### config.mk
export PLATFORM = sky130hd
export DESIGN_NAME = zpb_unit
export DESIGN_NICKNAME = d
export VERILOG_FILES = /design/src/rtl/zpb_pkg.sv /design/src/rtl/zpb_decode.sv /design/src/rtl/zpb_bitop.sv /design/src/rtl/zpb_target.sv /design/src/rtl/zpb_unit.sv
export SDC_FILE = /design/constraint.sdc
export NUM_CORES = 1
export LEC_CHECK = 0
export BUFFER_PORTS_ARGS = -buffer_cell sky130_fd_sc_hd__buf_2
export CAP_MARGIN = 20
export CELL_PAD_IN_SITES_DETAIL_PLACEMENT = 0
export CELL_PAD_IN_SITES_GLOBAL_PLACEMENT = 2
export CORE_MARGIN = 2
export CORE_UTILIZATION = 33
export DETAILED_ROUTE_END_ITERATION = 8
export PLACE_DENSITY = 0.87
export SYNTH_ARGS = -nofsm -noshare
export SYNTH_HDL_FRONTEND = slang
export SYNTH_HIERARCHICAL = 1
export SYNTH_SLANG_ARGS = --single-unit
### constraint.sdc
create_clock -name clk -period 4.8 [get_ports clk]
set_input_delay 0.72 -clock clk [delete_from_list [all_inputs] [get_ports clk]]
set_output_delay 0.72 -clock clk [all_outputs]
set_load 0.03 [all_outputs]
### src/rtl/zpb_pkg.sv
package zpb_pkg;

   localparam int BYTE_W = 8;

   typedef enum logic [2:0] {
      ZS_IDLE,
      ZS_OPND,
      ZS_FETCH,
      ZS_ACT,
      ZS_DISP
   } zpb_state_e;

   typedef struct packed {
      logic       modify;
      logic       branch;
      logic       set_pol;
      logic [2:0] bit_sel;
   } zpb_op_t;

endpackage

### src/rtl/zpb_decode.sv
module zpb_decode
   import zpb_pkg::*;
(
   input  logic [BYTE_W-1:0] opcode,
   output zpb_op_t           info
);

   always_comb begin
      info.modify  = (opcode[3:0] == 4'h7);
      info.branch  = (opcode[3:0] == 4'hF);
      info.set_pol = opcode[7];
      info.bit_sel = opcode[6:4];
   end

endmodule

### src/rtl/zpb_bitop.sv
module zpb_bitop
   import zpb_pkg::*;
(
   input  logic [BYTE_W-1:0] din,
   input  logic [2:0]        bit_sel,
   input  logic              set_pol,
   output logic [BYTE_W-1:0] dout
);

   for (genvar i = 0; i < BYTE_W; i++) begin : g_bit
      assign dout[i] = (bit_sel == 3'(i)) ? set_pol : din[i];
   end

endmodule

### src/rtl/zpb_target.sv
module zpb_target
   import zpb_pkg::*;
#(
   parameter int ADDR_W        = 16,
   parameter int PAGE_BITS     = 8,
   parameter int CYC_W         = 4,
   parameter int CYC_MODIFY    = 5,
   parameter int CYC_NOT_TAKEN = 5,
   parameter int CYC_TAKEN     = 6,
   parameter bit PAGE_PENALTY  = 1'b1
) (
   input  logic [ADDR_W-1:0] pc,
   input  logic              is_branch,
   input  logic              taken,
   input  logic [BYTE_W-1:0] disp,
   output logic [ADDR_W-1:0] next_pc,
   output logic [CYC_W-1:0]  cycles
);

   localparam int EXT_W = ADDR_W - BYTE_W;

   logic [ADDR_W-1:0] seq_pc;
   logic [ADDR_W-1:0] jump_pc;
   logic              extra;

   assign seq_pc  = pc + (is_branch ? ADDR_W'(3) : ADDR_W'(2));
   assign jump_pc = seq_pc + {{EXT_W{disp[BYTE_W-1]}}, disp};

   if (PAGE_PENALTY) begin : g_penalty
      assign extra = (seq_pc[ADDR_W-1:PAGE_BITS] != jump_pc[ADDR_W-1:PAGE_BITS]);
   end else begin : g_flat
      assign extra = 1'b0;
   end

   always_comb begin
      next_pc = seq_pc;
      cycles  = CYC_W'(CYC_MODIFY);
      if (is_branch) begin
         if (taken) begin
            next_pc = jump_pc;
            cycles  = CYC_W'(CYC_TAKEN) + CYC_W'(extra);
         end else begin
            cycles  = CYC_W'(CYC_NOT_TAKEN);
         end
      end
   end

endmodule

### src/rtl/zpb_unit.sv
module zpb_unit
   import zpb_pkg::*;
#(
   parameter int ADDR_W        = 16,
   parameter int PAGE_BITS     = 8,
   parameter int CYC_W         = 4,
   parameter int CYC_MODIFY    = 5,
   parameter int CYC_NOT_TAKEN = 5,
   parameter int CYC_TAKEN     = 6,
   parameter bit PAGE_PENALTY  = 1'b1
) (
   input  logic              clk,
   input  logic              rst_n,
   input  logic              start,
   input  logic [7:0]        opcode,
   input  logic [ADDR_W-1:0] pc_in,
   output logic              mem_rd,
   output logic              mem_wr,
   output logic [ADDR_W-1:0] mem_addr,
   output logic [7:0]        mem_wdata,
   input  logic [7:0]        mem_rdata,
   output logic              done,
   output logic [ADDR_W-1:0] next_pc,
   output logic [CYC_W-1:0]  cycles
);

   localparam int HI_W    = ADDR_W - BYTE_W;
   localparam int MAX_CYC = CYC_TAKEN + (PAGE_PENALTY ? 1 : 0);

   if (ADDR_W <= BYTE_W) begin : g_chk_addr
      $error("ADDR_W must exceed the zero-page width");
   end
   if (PAGE_BITS < 1 || PAGE_BITS >= ADDR_W) begin : g_chk_page
      $error("PAGE_BITS out of range");
   end
   if (MAX_CYC >= (1 << CYC_W) || CYC_MODIFY >= (1 << CYC_W)) begin : g_chk_cyc
      $error("CYC_W too narrow for the cycle costs");
   end

   zpb_state_e        state_q;
   zpb_op_t           dec_info, info_q;
   logic [ADDR_W-1:0] pc_q;
   logic [BYTE_W-1:0] za_q, zb_q;
   logic [BYTE_W-1:0] mod_byte;
   logic [ADDR_W-1:0] tgt_pc;
   logic [CYC_W-1:0]  tgt_cyc;
   logic              taken;
   logic              done_q;
   logic [ADDR_W-1:0] npc_q;
   logic [CYC_W-1:0]  cyc_q;

   zpb_decode u_dec (
      .opcode (opcode),
      .info   (dec_info)
   );

   zpb_bitop u_bit (
      .din     (mem_rdata),
      .bit_sel (info_q.bit_sel),
      .set_pol (info_q.set_pol),
      .dout    (mod_byte)
   );

   assign taken = (zb_q[info_q.bit_sel] == info_q.set_pol);

   zpb_target #(
      .ADDR_W        (ADDR_W),
      .PAGE_BITS     (PAGE_BITS),
      .CYC_W         (CYC_W),
      .CYC_MODIFY    (CYC_MODIFY),
      .CYC_NOT_TAKEN (CYC_NOT_TAKEN),
      .CYC_TAKEN     (CYC_TAKEN),
      .PAGE_PENALTY  (PAGE_PENALTY)
   ) u_tgt (
      .pc        (pc_q),
      .is_branch (info_q.branch),
      .taken     (taken),
      .disp      (mem_rdata),
      .next_pc   (tgt_pc),
      .cycles    (tgt_cyc)
   );

   // memory port: one access per cycle, read data lands one cycle later
   always_comb begin
      mem_rd    = 1'b0;
      mem_wr    = 1'b0;
      mem_addr  = '0;
      mem_wdata = '0;
      unique case (state_q)
         ZS_OPND: begin
            mem_rd   = 1'b1;
            mem_addr = pc_q + ADDR_W'(1);
         end
         ZS_FETCH: begin
            mem_rd   = 1'b1;
            mem_addr = {{HI_W{1'b0}}, mem_rdata};
         end
         ZS_ACT: begin
            if (info_q.modify) begin
               mem_wr    = 1'b1;
               mem_addr  = {{HI_W{1'b0}}, za_q};
               mem_wdata = mod_byte;
            end else begin
               mem_rd   = 1'b1;
               mem_addr = pc_q + ADDR_W'(2);
            end
         end
         default: ;
      endcase
   end

   always_ff @(posedge clk) begin
      if (!rst_n) begin
         state_q <= ZS_IDLE;
         info_q  <= '0;
         pc_q    <= '0;
         za_q    <= '0;
         zb_q    <= '0;
         done_q  <= 1'b0;
         npc_q   <= '0;
         cyc_q   <= '0;
      end else begin
         done_q <= 1'b0;
         unique case (state_q)
            ZS_IDLE: begin
               if (start && (dec_info.modify || dec_info.branch)) begin
                  info_q  <= dec_info;
                  pc_q    <= pc_in;
                  state_q <= ZS_OPND;
               end
            end
            ZS_OPND:  state_q <= ZS_FETCH;
            ZS_FETCH: begin
               za_q    <= mem_rdata;
               state_q <= ZS_ACT;
            end
            ZS_ACT: begin
               zb_q <= mem_rdata;
               if (info_q.modify) begin
                  done_q  <= 1'b1;
                  npc_q   <= tgt_pc;
                  cyc_q   <= tgt_cyc;
                  state_q <= ZS_IDLE;
               end else begin
                  state_q <= ZS_DISP;
               end
            end
            ZS_DISP: begin
               done_q  <= 1'b1;
               npc_q   <= tgt_pc;
               cyc_q   <= tgt_cyc;
               state_q <= ZS_IDLE;
            end
            default: state_q <= ZS_IDLE;
         endcase
      end
   end

   assign done    = done_q;
   assign next_pc = npc_q;
   assign cycles  = cyc_q;

   // never a read and a write together
   p_single_access_r7: assert property (@(posedge clk) disable iff (!rst_n)
      !(mem_rd && mem_wr));

   // completion is a one-cycle pulse
   p_done_pulse_r7: assert property (@(posedge clk) disable iff (!rst_n)
      done |=> !done);

   // write-back stays inside the zero page
   p_wr_zero_page_r3: assert property (@(posedge clk) disable iff (!rst_n)
      mem_wr |-> (mem_addr[ADDR_W-1:BYTE_W] == '0));

   // a write is always preceded by the read of the byte it modifies
   p_wr_after_rd_r3: assert property (@(posedge clk) disable iff (!rst_n)
      mem_wr |-> $past(mem_rd));

   // reported cost is one of the legal values
   p_cost_legal_r6: assert property (@(posedge clk) disable iff (!rst_n)
      done |-> (cycles == CYC_W'(CYC_MODIFY) || cycles == CYC_W'(CYC_NOT_TAKEN) ||
                cycles == CYC_W'(CYC_TAKEN)  || cycles == CYC_W'(MAX_CYC)));

   // a start while busy does not disturb the captured program counter
   p_busy_hold_r8: assert property (@(posedge clk) disable iff (!rst_n)
      (state_q != ZS_IDLE && $past(state_q) != ZS_IDLE) |-> $stable(pc_q));

endmodule

==> metrics.yaml <==
wl_met2_mm: 6.89
area_growth_syn_to_layout_pct: 16.5
worstPathRequired_ps: 5060
syn_inst: 636
critPathArrivalTime_ps: 4330
fin_nets: 755
gp_congestion: 0.849
p_leak_uw: 0.00228
clkTransAtPathRegs_ps: 60
cp.buffers_inverters: 2
crit_chain: "ha_1 -> inv_1 -> ha_1 -> and4b_1 -> nand4_1 -> xor2_1 -> inv_1 -> ha_1 -> o21a_1 -> a2111oi_0 -> nor3_1 -> or4b_1 -> o211ai_1 -> a21oi_1 -> nand4_1 -> nand2_1 -> a21boi_0"
die-area_um2: 15800
crit_slowest_cell: "dfxtp_1"
end_kind: "flip-flop"
insertion_delay_ps: 350
grtUsageTotal_pct: 18.5
cpLargestDelayFamily: "simple AND/OR/NAND/NOR gates"
drive_above_1_share_pct: 17.8
maxCapViolCount: 0
grt_pass1_vias: 4679
power_density_nw_per_um2: 245
worstSetupStartpointType: "flip-flop"
finalSetupViolations: 0
cts_resized: 0
fp-row-count: 44
grt_max_degree: 63
slew_viol_final: 0
synthesis.nets: 693
wl_per_cell_um: 16.3
grt-ovfl-total: 0
min_period_over_period_pct: 84.7
max_freq_mhz: 246
cts_tree: "done"
numCtsBuffers: 9
holdBufCountCts: 0
syn-cell-area_um2: 4880
finalWirelength_mm: 14.4
max_slew_margin_pct: 29.4
final_cell_mix: "nand2_1 (146), buf_2 (81), dfxtp_1 (62), a21boi_0 (56), nor2_1 (34)"
ys_warn_count: 6
synth_cell_types: 74
antenna_left: 0
avgSynthCellArea_um2: 7.67
holdCritPathClass: "flip-flop to flip-flop"
start_util_pct: 33.7
io_buffers: 81
first_pass_iters: 5
finalCriticalPeriod_ps: 4070
diodes: 0
cts_setup_buffers: 0
critPathMaxFanout: 11
die_w_um: 126
synth_top_flop_cell: "dfxtp_1"
async_flop_share_pct: 0
drt_iter0_markers: 390
die_y_um: 126
grt_antenna_before_repair: 0
ys_seq_area_share_pct: 25.4
drc: 0
final_common_cell: "nand2_1"
rsz0062_at_grt: "no"
num_io_pins: 82
cpMostUsedCell: "ha_1"
cts-root-buf: "clkbuf_16"
via_count: 4803
met1_length_mm: 6.54
placed_area_um2: 5380
fin_area_um2: 5680
worstSetupPathType: "flip-flop to flip-flop"
synth_edf_count: 0
clock-sinks: 62
hold_viol: 0
slowest_delay_ps: 540
nFillCells: 1564
topRoutingLayerUsed: "met4"
grt_pass1_wl_mm: 23.4
dr_wl_met3_um: 661
finalSetupTns_ps: 0
dp.final_hpwl_mm: 10.7
ys_seq_elements: 62
skew_ps: 6.72
ir_worst_vdd_mv: 0.174
worstMarginPinSlew_ps: 1050
coreArea_um2: 14500
vias_per_cell: 5.41
clock_path_buffers: 2
status: "finished, final reports clean"
cts_max_level: 3
[per-layer routing]
| layer | up-vias | track usage (%) |
|---|---|---|
| met1 | 2271 | 23.1 |
| met2 | 133 | 30.9 |
| met5 | - | 0 |
| met4 | 0 | 7.52 |
| met3 | 30 | 4.02 |
| li1 | 2369 | - |
[power breakdown]
| group | switching, uW | internal [uW] | leakage (uW) |
|---|---|---|---|
| registers | 16.5 | 522 | 0.000500 |
| clock network | 263 | 408 | 0.000147 |
| logic | 104 | 76.3 | 0.00164 |
| total | 383 | 1010 | 0.00228 |
[registers in the layout, indices dropped and copies added, names as in the netlist]
name	cells
pc_q	16
next_pc	16
zb_q	8
done	1
state_q	3
cycles	4
za_q	8
info_q	6
[kinds of logic (layout without fill, tap and decap cells)]
group                    after synthesis  after routing  share of synthesized area [%]
buffers and inverters                 51            118                           5.10
XOR/XNOR                              42             42                           8.13
AO/OA/AOI/OAI                        164            164                           23.3
other                                  2              2                          0.154
AND/OR/NAND/NOR                      276            276                           27.9
multiplexers                          17             17                           4.21
flip-flops                            62             62                           25.4
adder cells (fa/ha/maj)               22             22                           5.80
[layout make-up]
type,instances,area (um^2),area share [%]
multi-input cells,523,3400,59.8
flip-flops and latches,62,1240,21.8
repair buffers,88,458,8.06
well taps,184,230,4.05
clock buffers,9,225,3.96
clock inverters,7,77.6,1.37
inverters,14,52.6,0.925
[metrics by stage]
stage | util, % | power, uW | setup WS [ps] | cells | hold slack (ps)
after CTS | 39.2 | 1410 | 725 | 887 | 463
after global placement | 37.2 | 725 | 959 | 871 | 450
after global routing | 39.2 | 1440 | 387 | 887 | 487
after detailed placement | 37.2 | 729 | 732 | 871 | 457
final | 39.2 | 1390 | 734 | 887 | 460
after floorplan | - | 674 | 1210 | 636 | 440
[synth_stat cells (all sizes together) (3+ instances only)]
cell type / count / share of area [%]
mux2i: 7 / 1.4
dfxtp: 62 / 25
a21boi: 58 / 8.9
nand3: 9 / 1.0
a21o: 4 / 0.62
nor3b: 5 / 1.0
and2: 12 / 1.5
and4b: 3 / 0.62
and4: 6 / 1.1
xnor2: 23 / 4.1
nand4: 12 / 1.5
xor2: 17 / 3.1
nor2b: 4 / 0.51
nand2b: 5 / 0.64
o31ai: 4 / 0.62
mux2: 8 / 1.8
nand3b: 6 / 1.2
nor2: 34 / 2.6
o21ai: 22 / 2.3
nor4: 5 / 0.77
and3: 7 / 0.90
ha: 21 / 5.4
o21a: 4 / 0.62
a21oi: 31 / 3.2
o211ai: 12 / 1.8
o311ai: 4 / 0.72
nor3: 12 / 1.3
clkbuf: 15 / 1.2
inv: 14 / 1.1
nand2: 146 / 11
buf: 22 / 2.9
[worst paths after layout]
path              startpoint    endpoint  slack (ps)  depth (start not counted)
setup reg to reg     pc_q[0]   cycles[0]         730                         17
hold reg to reg   next_pc[4]  next_pc[4]         460                          2
hold / removal    next_pc[4]  next_pc[4]         460                          2
setup / recovery     pc_q[0]   cycles[0]         730                         17
[tightest hold or removal path: cells and delay by family, from the launching register on]
family / cells / cell delay (ps)
flops: 1 / 300
simple gates: 1 / 50
compound gates: 1 / 60
Power figures use the tool's default switching activity.
